### src/rtl/pm_pkg.sv
package pm_pkg;
  typedef enum logic [1:0] {
    PM_OFF  = 2'b00,
    PM_AND  = 2'b01,
    PM_OR   = 2'b10,
    PM_PRIO = 2'b11
  } pm_mode_e;
endpackage

### src/rtl/pm_sampler.sv
module pm_sampler #(
  parameter int W = 8
) (
  input  logic         clk_i,
  input  logic         rst_ni,
  input  logic [W-1:0] port_i,
  input  logic         latch_i,
  input  logic         strobe_i,
  output logic [W-1:0] samp_o,
  output logic [W-1:0] prev_o,
  output logic         cap_o
);
  logic load;
  assign load  = ~latch_i | strobe_i;
  assign cap_o = latch_i & strobe_i;

  always_ff @(posedge clk_i or negedge rst_ni) begin
    if (!rst_ni) begin
      samp_o <= '0;
      prev_o <= '0;
    end else begin
      prev_o <= samp_o;
      if (load) samp_o <= port_i;
    end
  end
endmodule

### src/rtl/pm_bit_eval.sv
module pm_bit_eval #(
  parameter int W = 8
) (
  input  logic [W-1:0] samp_i,
  input  logic [W-1:0] prev_i,
  input  logic [W-1:0] mask_i,
  input  logic [W-1:0] trans_i,
  input  logic [W-1:0] pol_i,
  output logic [W-1:0] care_o,
  output logic [W-1:0] hit_o
);
  for (genvar b = 0; b < W; b++) begin : g_bit
    logic rise, fall;
    assign rise = samp_i[b] & ~prev_i[b];
    assign fall = ~samp_i[b] & prev_i[b];
    always_comb begin
      unique case ({mask_i[b], trans_i[b]})
        2'b00: begin care_o[b] = 1'b0; hit_o[b] = 1'b0; end
        2'b01: begin care_o[b] = 1'b1; hit_o[b] = rise | fall; end
        2'b10: begin care_o[b] = 1'b1; hit_o[b] = pol_i[b] ? samp_i[b] : ~samp_i[b]; end
        default: begin care_o[b] = 1'b1; hit_o[b] = pol_i[b] ? rise : fall; end
      endcase
    end
  end
endmodule

### src/rtl/pm_combine.sv
module pm_combine #(
  parameter int W  = 8,
  parameter int IW = 3
) (
  input  pm_pkg::pm_mode_e mode_i,
  input  logic             latch_i,
  input  logic [W-1:0]     care_i,
  input  logic [W-1:0]     hit_i,
  output logic             match_o,
  output logic             prio_o,
  output logic [IW-1:0]    idx_o
);
  import pm_pkg::*;
  logic [W-1:0] good;
  logic         all_m, any_m;

  assign good  = care_i & hit_i;
  assign any_m = |good;
  assign all_m = (|care_i) & (&(hit_i | ~care_i));
  assign prio_o = (mode_i == PM_PRIO) & ~latch_i;

  always_comb begin
    idx_o = '0;
    for (int i = 0; i < W; i++)
      if (good[i]) idx_o = IW'(i);
  end

  always_comb begin
    unique case (mode_i)
      PM_AND:  match_o = all_m;
      PM_OR:   match_o = any_m;
      PM_PRIO: match_o = any_m & ~latch_i;
      default: match_o = 1'b0;
    endcase
  end
endmodule

### src/rtl/pm_irq.sv
module pm_irq #(
  parameter int IW = 3
) (
  input  logic             clk_i,
  input  logic             rst_ni,
  input  pm_pkg::pm_mode_e mode_i,
  input  logic             match_i,
  input  logic             prio_i,
  input  logic [IW-1:0]    idx_i,
  input  logic             cap_i,
  input  logic             imo_i,
  input  logic             ack_i,
  output logic             match_o,
  output logic [IW-1:0]    vec_o,
  output logic             pend_o,
  output logic             irq_o
);
  import pm_pkg::*;
  logic prio_q, edge_mode, set_pend;

  assign edge_mode = (mode_i == PM_AND) | (mode_i == PM_OR);
  assign set_pend  = (edge_mode & match_i & ~match_o) | (cap_i & ~imo_i);

  always_ff @(posedge clk_i or negedge rst_ni) begin
    if (!rst_ni) begin
      match_o <= 1'b0;
      vec_o   <= '0;
      prio_q  <= 1'b0;
      pend_o  <= 1'b0;
    end else begin
      match_o <= match_i;
      vec_o   <= (match_i & prio_i) ? idx_i : '0;
      prio_q  <= prio_i;
      pend_o  <= set_pend | (pend_o & ~ack_i);
    end
  end

  assign irq_o = pend_o | (prio_q & match_o);
endmodule

### src/rtl/pmatch_unit.sv
module pmatch_unit #(
  parameter int W  = 8,
  parameter int IW = (W > 1) ? $clog2(W) : 1
) (
  input  logic          clk_i,
  input  logic          rst_ni,
  input  logic [W-1:0]  port_i,
  input  logic          latch_i,
  input  logic          strobe_i,
  input  logic [1:0]    mode_i,
  input  logic [W-1:0]  mask_i,
  input  logic [W-1:0]  trans_i,
  input  logic [W-1:0]  pol_i,
  input  logic          imo_i,
  input  logic          ack_i,
  output logic          match_o,
  output logic          irq_o,
  output logic [IW-1:0] vec_o
);
  import pm_pkg::*;
  pm_mode_e     mode;
  logic [W-1:0] samp, prev, care, hit;
  logic         cap, match_n, prio_n, pend;
  logic [IW-1:0] idx;

  assign mode = pm_mode_e'(mode_i);

  pm_sampler #(.W(W)) u_samp (
    .clk_i, .rst_ni, .port_i, .latch_i, .strobe_i,
    .samp_o(samp), .prev_o(prev), .cap_o(cap)
  );

  pm_bit_eval #(.W(W)) u_bits (
    .samp_i(samp), .prev_i(prev), .mask_i, .trans_i, .pol_i,
    .care_o(care), .hit_o(hit)
  );

  pm_combine #(.W(W), .IW(IW)) u_comb (
    .mode_i(mode), .latch_i, .care_i(care), .hit_i(hit),
    .match_o(match_n), .prio_o(prio_n), .idx_o(idx)
  );

  pm_irq #(.IW(IW)) u_irq (
    .clk_i, .rst_ni, .mode_i(mode), .match_i(match_n), .prio_i(prio_n),
    .idx_i(idx), .cap_i(cap), .imo_i, .ack_i,
    .match_o, .vec_o, .pend_o(pend), .irq_o
  );
endmodule

### config.mk
export PLATFORM = sky130hd
export DESIGN_NAME = pmatch_unit
export DESIGN_NICKNAME = d
export VERILOG_FILES = /design/src/rtl/pm_pkg.sv /design/src/rtl/pm_sampler.sv /design/src/rtl/pm_bit_eval.sv /design/src/rtl/pm_combine.sv /design/src/rtl/pm_irq.sv /design/src/rtl/pmatch_unit.sv
export SDC_FILE = /design/constraint.sdc
export NUM_CORES = 1
export LEC_CHECK = 0
export BUFFER_PORTS_ARGS = -buffer_cell sky130_fd_sc_hd__buf_2
export CORE_MARGIN = 3
export CORE_UTILIZATION = 52
export CTS_BUF_LIST = sky130_fd_sc_hd__clkbuf_8 sky130_fd_sc_hd__clkbuf_16
export CTS_CLUSTER_SIZE = 28
export DETAILED_ROUTE_END_ITERATION = 6
export PLACE_DENSITY = 0.81
export SLEW_MARGIN = 5
export SYNTH_ARGS = -nofsm -noshare
export SYNTH_HDL_FRONTEND = slang
export SYNTH_HIERARCHICAL = 1
export SYNTH_SLANG_ARGS = --single-unit
### constraint.sdc
create_clock -name clk_i -period 2.6 [get_ports clk_i]
set_clock_uncertainty 0.15 [all_clocks]
set_input_delay 0.39 -clock clk_i [delete_from_list [all_inputs] [get_ports clk_i]]
set_output_delay 0.39 -clock clk_i [all_outputs]
set_load 0.05 [all_outputs]
---- After elaboration in Yosys (flattened, before gate mapping) ----
Cells that the tools add are included.
storage, ports and cells
  register bits ........................... 22
  input port bits ......................... 40
  output and inout bits ................... 5
  word-level logic and storage cells ...... 139
operators by class
  eq/ne operators ......................... 19
  multiplexer cells ....................... 41
  bitwise operators ....................... 62
  reduce and logical (&&, ||, !) cells .... 11
operator list
  cell                                            number
  case mux 1 bit (3 select lines)                 9
  bitwise AND 1 bit                               26
  2-to-1 mux 1 bit                                25
  == test 2 bit (second input constant)           10
  NOT 1 bit                                       20
  == test 2 x 1 -> 1 bit (second input constant)  9
  zero test 2 bit                                 8
  OR reduction 8 bit                              2
  2-to-1 mux 3 bit                                5
  bitwise OR 1 bit                                13
  bitwise AND 8 bit                               1
  NOT 8 bit                                       1
  bitwise OR 8 bit                                1
  AND reduction 8 bit                             1
  2-to-1 mux 2 bit                                2

---- Longest topological paths before layout ----
  depth in word-level cells ............... 13
  mapped depth ............................ 11
  depth with buffers taken out ............ 11

---- Hierarchy ----
Netlist, hierarchy kept.
modules (own cells, without submodules)
  module       times used  cells each  area each (um^2)  sequential area each (um^2)
  pm_bit_eval  1           88          650.6             0.0
  pm_sampler   1           27          551.8             400.4
  pm_combine   1           35          219.0             0.0
  pm_irq       1           16          216.5             150.1

---- Least setup slack after synthesis ----
Ideal clock, no wire load.
  path kind ............................... reg2reg
  start point ............................. reg u_samp.samp_o[1]
  end point ............................... reg u_irq.pend_o
  setup time .............................. 86 ps
  arrival ................................. 2121 ps
  required time ........................... 2364 ps
  path slack .............................. 244 ps
  cell stages (with the launch flop) ...... 10
  path buffers ............................ 0
  clock period less this slack ............ 2356 ps
  cells stage by stage .................... dfrtp_1 > inv_1 > ha_1 > o311ai_1 > nor2b_4 > a2111oi_4 > nand4b_1 > o21ai_1 > nand2b_1 > o221ai_2
on the way
  word-level cells in the longest chain between the ends .. 12
  elaborated cells on any way between the ends .. 18
  classes of those cells .................. 4 x mux; 12 x bitwise; 2 x reduce/logical
ends and longest elaborated chain
  what                                                              RTL line                              RTL
  start, declared                                                   pm_sampler.sv:9                       output logic [W-1:0] samp_o,
  start signal, assigned                                            pm_sampler.sv:23                      if (load) samp_o <= port_i;
  NOT 1 bit                                                         pm_bit_eval.sv:15, pm_bit_eval.sv:20
  bitwise AND 1 bit                                                 pm_bit_eval.sv:15                     assign fall = ~samp_i[b] & prev_i[b];
  2-to-1 mux 1 bit / bitwise OR 1 bit (equally long branches)       pm_bit_eval.sv:21, pm_bit_eval.sv:19
  case mux 1 bit (3 select lines) (*)                               pm_bit_eval.sv:17                     unique case ({mask_i[b], trans_i[b]})
  via hit[1]                                                        pmatch_unit.sv:22                     logic [W-1:0] samp, prev, care, hit;
  bitwise AND 8 bit / bitwise OR 8 bit (equally long branches)      pm_combine.sv:17, pm_combine.sv:19
  OR reduction 8 bit / AND reduction 8 bit (equally long branches)  pm_combine.sv:18, pm_combine.sv:19
  bitwise AND 1 bit (on tied branches)                              pm_combine.sv:32, pm_combine.sv:19
  case mux 1 bit (3 select lines) (*)                               pm_combine.sv:29                      unique case (mode_i)
  via match_n                                                       pmatch_unit.sv:23                     logic cap, match_n, prio_n, pend;
  bitwise AND 1 bit (*) (2 in series)                               pm_irq.sv:22                          assign set_pend = (edge_mode & match_i & ~match_o) | (cap_i & ~imo_i);
  bitwise OR 1 bit (*)                                              pm_irq.sv:22
  bitwise OR 1 bit (*)                                              pm_irq.sv:34                          pend_o <= set_pend | (pend_o & ~ack_i);
  end signal, assigned                                              pm_irq.sv:34
  end, declared                                                     pm_irq.sv:15                          output logic pend_o,
Mark *: on every way through the listed nets, which the timed path passes. The rest lies on a longest branch.
A chain may end at the register's enable or synchronous reset.

---- Final worst setup path ----
  start point ............................. reg u_samp.samp_o[2]
  end point ............................... reg u_irq.pend_o
The elaborated chain is that of the path after synthesis.

==> run summary <==
Part of the power in combinational logic: 31.3%
Post-Synth Simple-Gate Area: 17.9%
Period utilisation layout: 92.7%
Compound-Gate Fraction of Synth Area: 11.3%
Final Hold Fails: 0
Synthesized cell area: 1640 sq um
Outcome: finished clean
Largest net degree at the start of global routing: 23
Adder-cell share of the synthesized area: 12.2%
Initial antenna violation count: 0
First-pass GRT wire length: 6180 um
Die Area: 3860 sq um
Yosys cell types: 27
Chip width: 62.1 um
Reg clk slew, reported paths: 80 ps
Internal Pwr Total: 0.000638 W
Register share of total power: 41.9%
Core ar.: 2880 sq um
Die Y-Extent: 62.1 um
I/O pin cnt: 45
Port Buffer Count: 44
Wire per inst: 14.2 um
Cell area after placement: 1910 sq um
Sw frac: 31.8%
Startpoint types: flop
Top Metal Used: met4
Net count after synthesis: 222
Vias: 1372
Row count: 19
Relative slew slack: 67.2%
Proportion of synthesized area in mux cells: 12.8%
Most common cell after layout, fill and taps aside: buf_2
Slew Limit Fails: 0
Global router's overall resource usage: 19.6%
Vias in the first global route: 1491
Post-layout nets: 272
DR pass1 iterations: 4
CTS max path bufs: 2
Worst-Margin Slew: 492 ps
Routed wire length: 3660 um
Fin crit period: 2410 ps
YS warnings: 6
Fraction of layout cells with a size suffix above 1: 35.3%
Max VDD drop: 305 uV
Mapped Cells: 166
Main combinational cell family by area after synthesis: simple AND/OR/NAND/NOR gates
Unrepaired setup endpoints after global routing: false
Number of setup violations in the final report: 0
Syn avg cell area: 9.87 sq um
Initial cell density of the core: 56.9%
Clock sink count: 22
Area grow syn2layout: 23.0%
Register area share after synthesis: 33.6%
FF+latch count, synth: 22
Metal1 wirelength: 1410 um
Critical path endpoint category: flop
Crit path kind: flop to flop
DRC Markers: 0
CTS tree: yes
GP Congestion: 0.845
Later-pin clock latency in the skew report: 270 ps
Leak: 1.05 nW
Fill count: 238
H-tree depth: 1
Met3 wire length: 137 um
Metal2 WL: 2020 um
Post-route cell area: 2010 sq um
Max-cap viol count: 0
Setup bufs post-CTS: 0
Clk root buf: clkbuf_8
Clock group share of total power: 26.8%
Synth Area in XOR/XNOR: 4.81%
Setup TNS: 0 ps
Power per cell area: 464 nW/um^2
DRT iter0 DRCs: 40
Congestion Overflow GR: 0
WP data arrival: 2450 ps
Switching power: 0.000297 W
Worst Hold Class: primary input to flop
CP max FO: 5
CP required: 2640 ps
Peak Freq: 415 MHz
Via/cell ratio: 5.34
Remaining antenna violation count after routing: 0
ANT cells: 0
Most frequent cells in the layout: buf_2 (44), inv_1 (29), dfrtp_1 (21)
Total CTS buffers: 3
DP Wirelength: 2810 um
per-stage QoR:
step / hold WS (ps) / setup WS (ps) / util (%) / std cells / power (W)
2_1_floorplan: -55.6 / 244 / - / 166 / 0.000579
3_3_place_gp: 228 / 198 / 66.3 / 252 / 0.000652
3_5_place_dp: 235 / 42.4 / 66.3 / 252 / 0.000673
4_1_cts: 186 / 15.5 / 68.6 / 257 / 0.000928
6_report: 186 / 191 / 70.0 / 257 / 0.000934
5_1_grt: 190 / 1.18 / 70.0 / 257 / 0.000990
synth_stat cells:
cell | n | area share [%]
inv_1 | 29 | 6.6
dfrtp_1 | 22 | 34
nand3_1 | 17 | 5.2
ha_1 | 16 | 12
nand2_1 | 13 | 3.0
xnor2_1 | 9 | 4.8
mux2_1 | 8 | 5.5
mux2_4 | 8 | 7.3
o311ai_1 | 8 | 4.3
or2_2 | 8 | 3.1
a22oi_1 | 3 | 1.4
and3_1 | 3 | 1.1
nand2b_1 | 3 | 1.1
o21ai_1 | 3 | 0.92
a32oi_1 | 2 | 1.1
nor2b_1 | 2 | 0.76
nor4_1 | 2 | 0.76
a2111oi_4 | 1 | 1.7
a222oi_1 | 1 | 0.61
and2_1 | 1 | 0.38
buf_6 | 1 | 0.69
nand2b_4 | 1 | 0.84
nand4b_1 | 1 | 0.53
nor2_1 | 1 | 0.23
nor2b_4 | 1 | 0.84
o211ai_1 | 1 | 0.46
o221ai_2 | 1 | 0.92
state kept, by name, summed over array words and instances (netlist names):
name,count
u_irq/pend_o,1
u_irq/vec_o,3
u_irq/prio_q,1
u_irq/match_o,1
u_samp/samp_o,8
u_samp/prev_o,8
routing by layer:
layer	vias to the layer above	track usage, %
met5	-	0
met4	0	9.67
met3	9	2.70
met2	39	37.1
met1	652	21.2
li1	672	-
critical path, stage by stage, from the launching register on:
cell and delay, ps:
dfrtp_1 440, inv_1 70, ha_1 300, o311ai_2 310, inv_1 130, a2111oi_4 360
nand4b_1 140, o21ai_2 190, nand2b_1 90, o221ai_2 150
repair_timing:
| item | 4_1_cts | 5_1_grt |
|---|---|---|
| hold endpoints to repair | 22 | 0 |
| setup endpoints to repair | 0 | 4 |
| gates resized for setup | 0 | 7 |
| hold buffers | 1 | 0 |
cell type report:
cell class / count / area [sq um] / share of cell area [%]
Clock buffer: 4 / 55.1 / 2.73
Inverter: 29 / 109 / 5.40
Multi-Input combinational cell: 114 / 1010 / 50.1
Sequential cell: 22 / 552 / 27.4
Tap cell: 42 / 52.6 / 2.61
Timing Repair Buffer: 46 / 238 / 11.8
cells by family after synthesis:
logic type | Yosys count
mux | 16
flops | 22
compound gates | 20
fa+ha+maj | 16
buf+inv | 30
xor+xnor | 9
simple gates | 53
power groups by stage:
stage          clock [W]  combinational [W]  sequential [W]
4_1_cts         0.000258           0.000278        0.000392
6_report        0.000250           0.000292        0.000392
3_3_place_gp           0           0.000257        0.000395
5_1_grt         0.000271           0.000322        0.000398
3_5_place_dp           0           0.000274        0.000399
2_1_floorplan          0           0.000174        0.000405
final timing paths:
check,end,slack (ps),from,cells past startpoint
setup / recovery,u_irq/pend_o$_DFF_PN0_,190,u_samp/samp_o[2]$_DFFE_PN0P_,9
hold / removal,u_irq/pend_o$_DFF_PN0_,190,ack_i,2
setup reg to reg,u_irq/pend_o$_DFF_PN0_,190,u_samp/samp_o[2]$_DFFE_PN0P_,9
hold reg to reg,u_samp/prev_o[7]$_DFF_PN0_,300,u_samp/samp_o[7]$_DFFE_PN0P_,0
max in group asynchronous,u_samp/samp_o[7]$_DFFE_PN0P_,1470,rst_ni,2
min in group asynchronous,u_samp/samp_o[2]$_DFFE_PN0P_,470,rst_ni,2
Power figures use the tool's default switching activity.
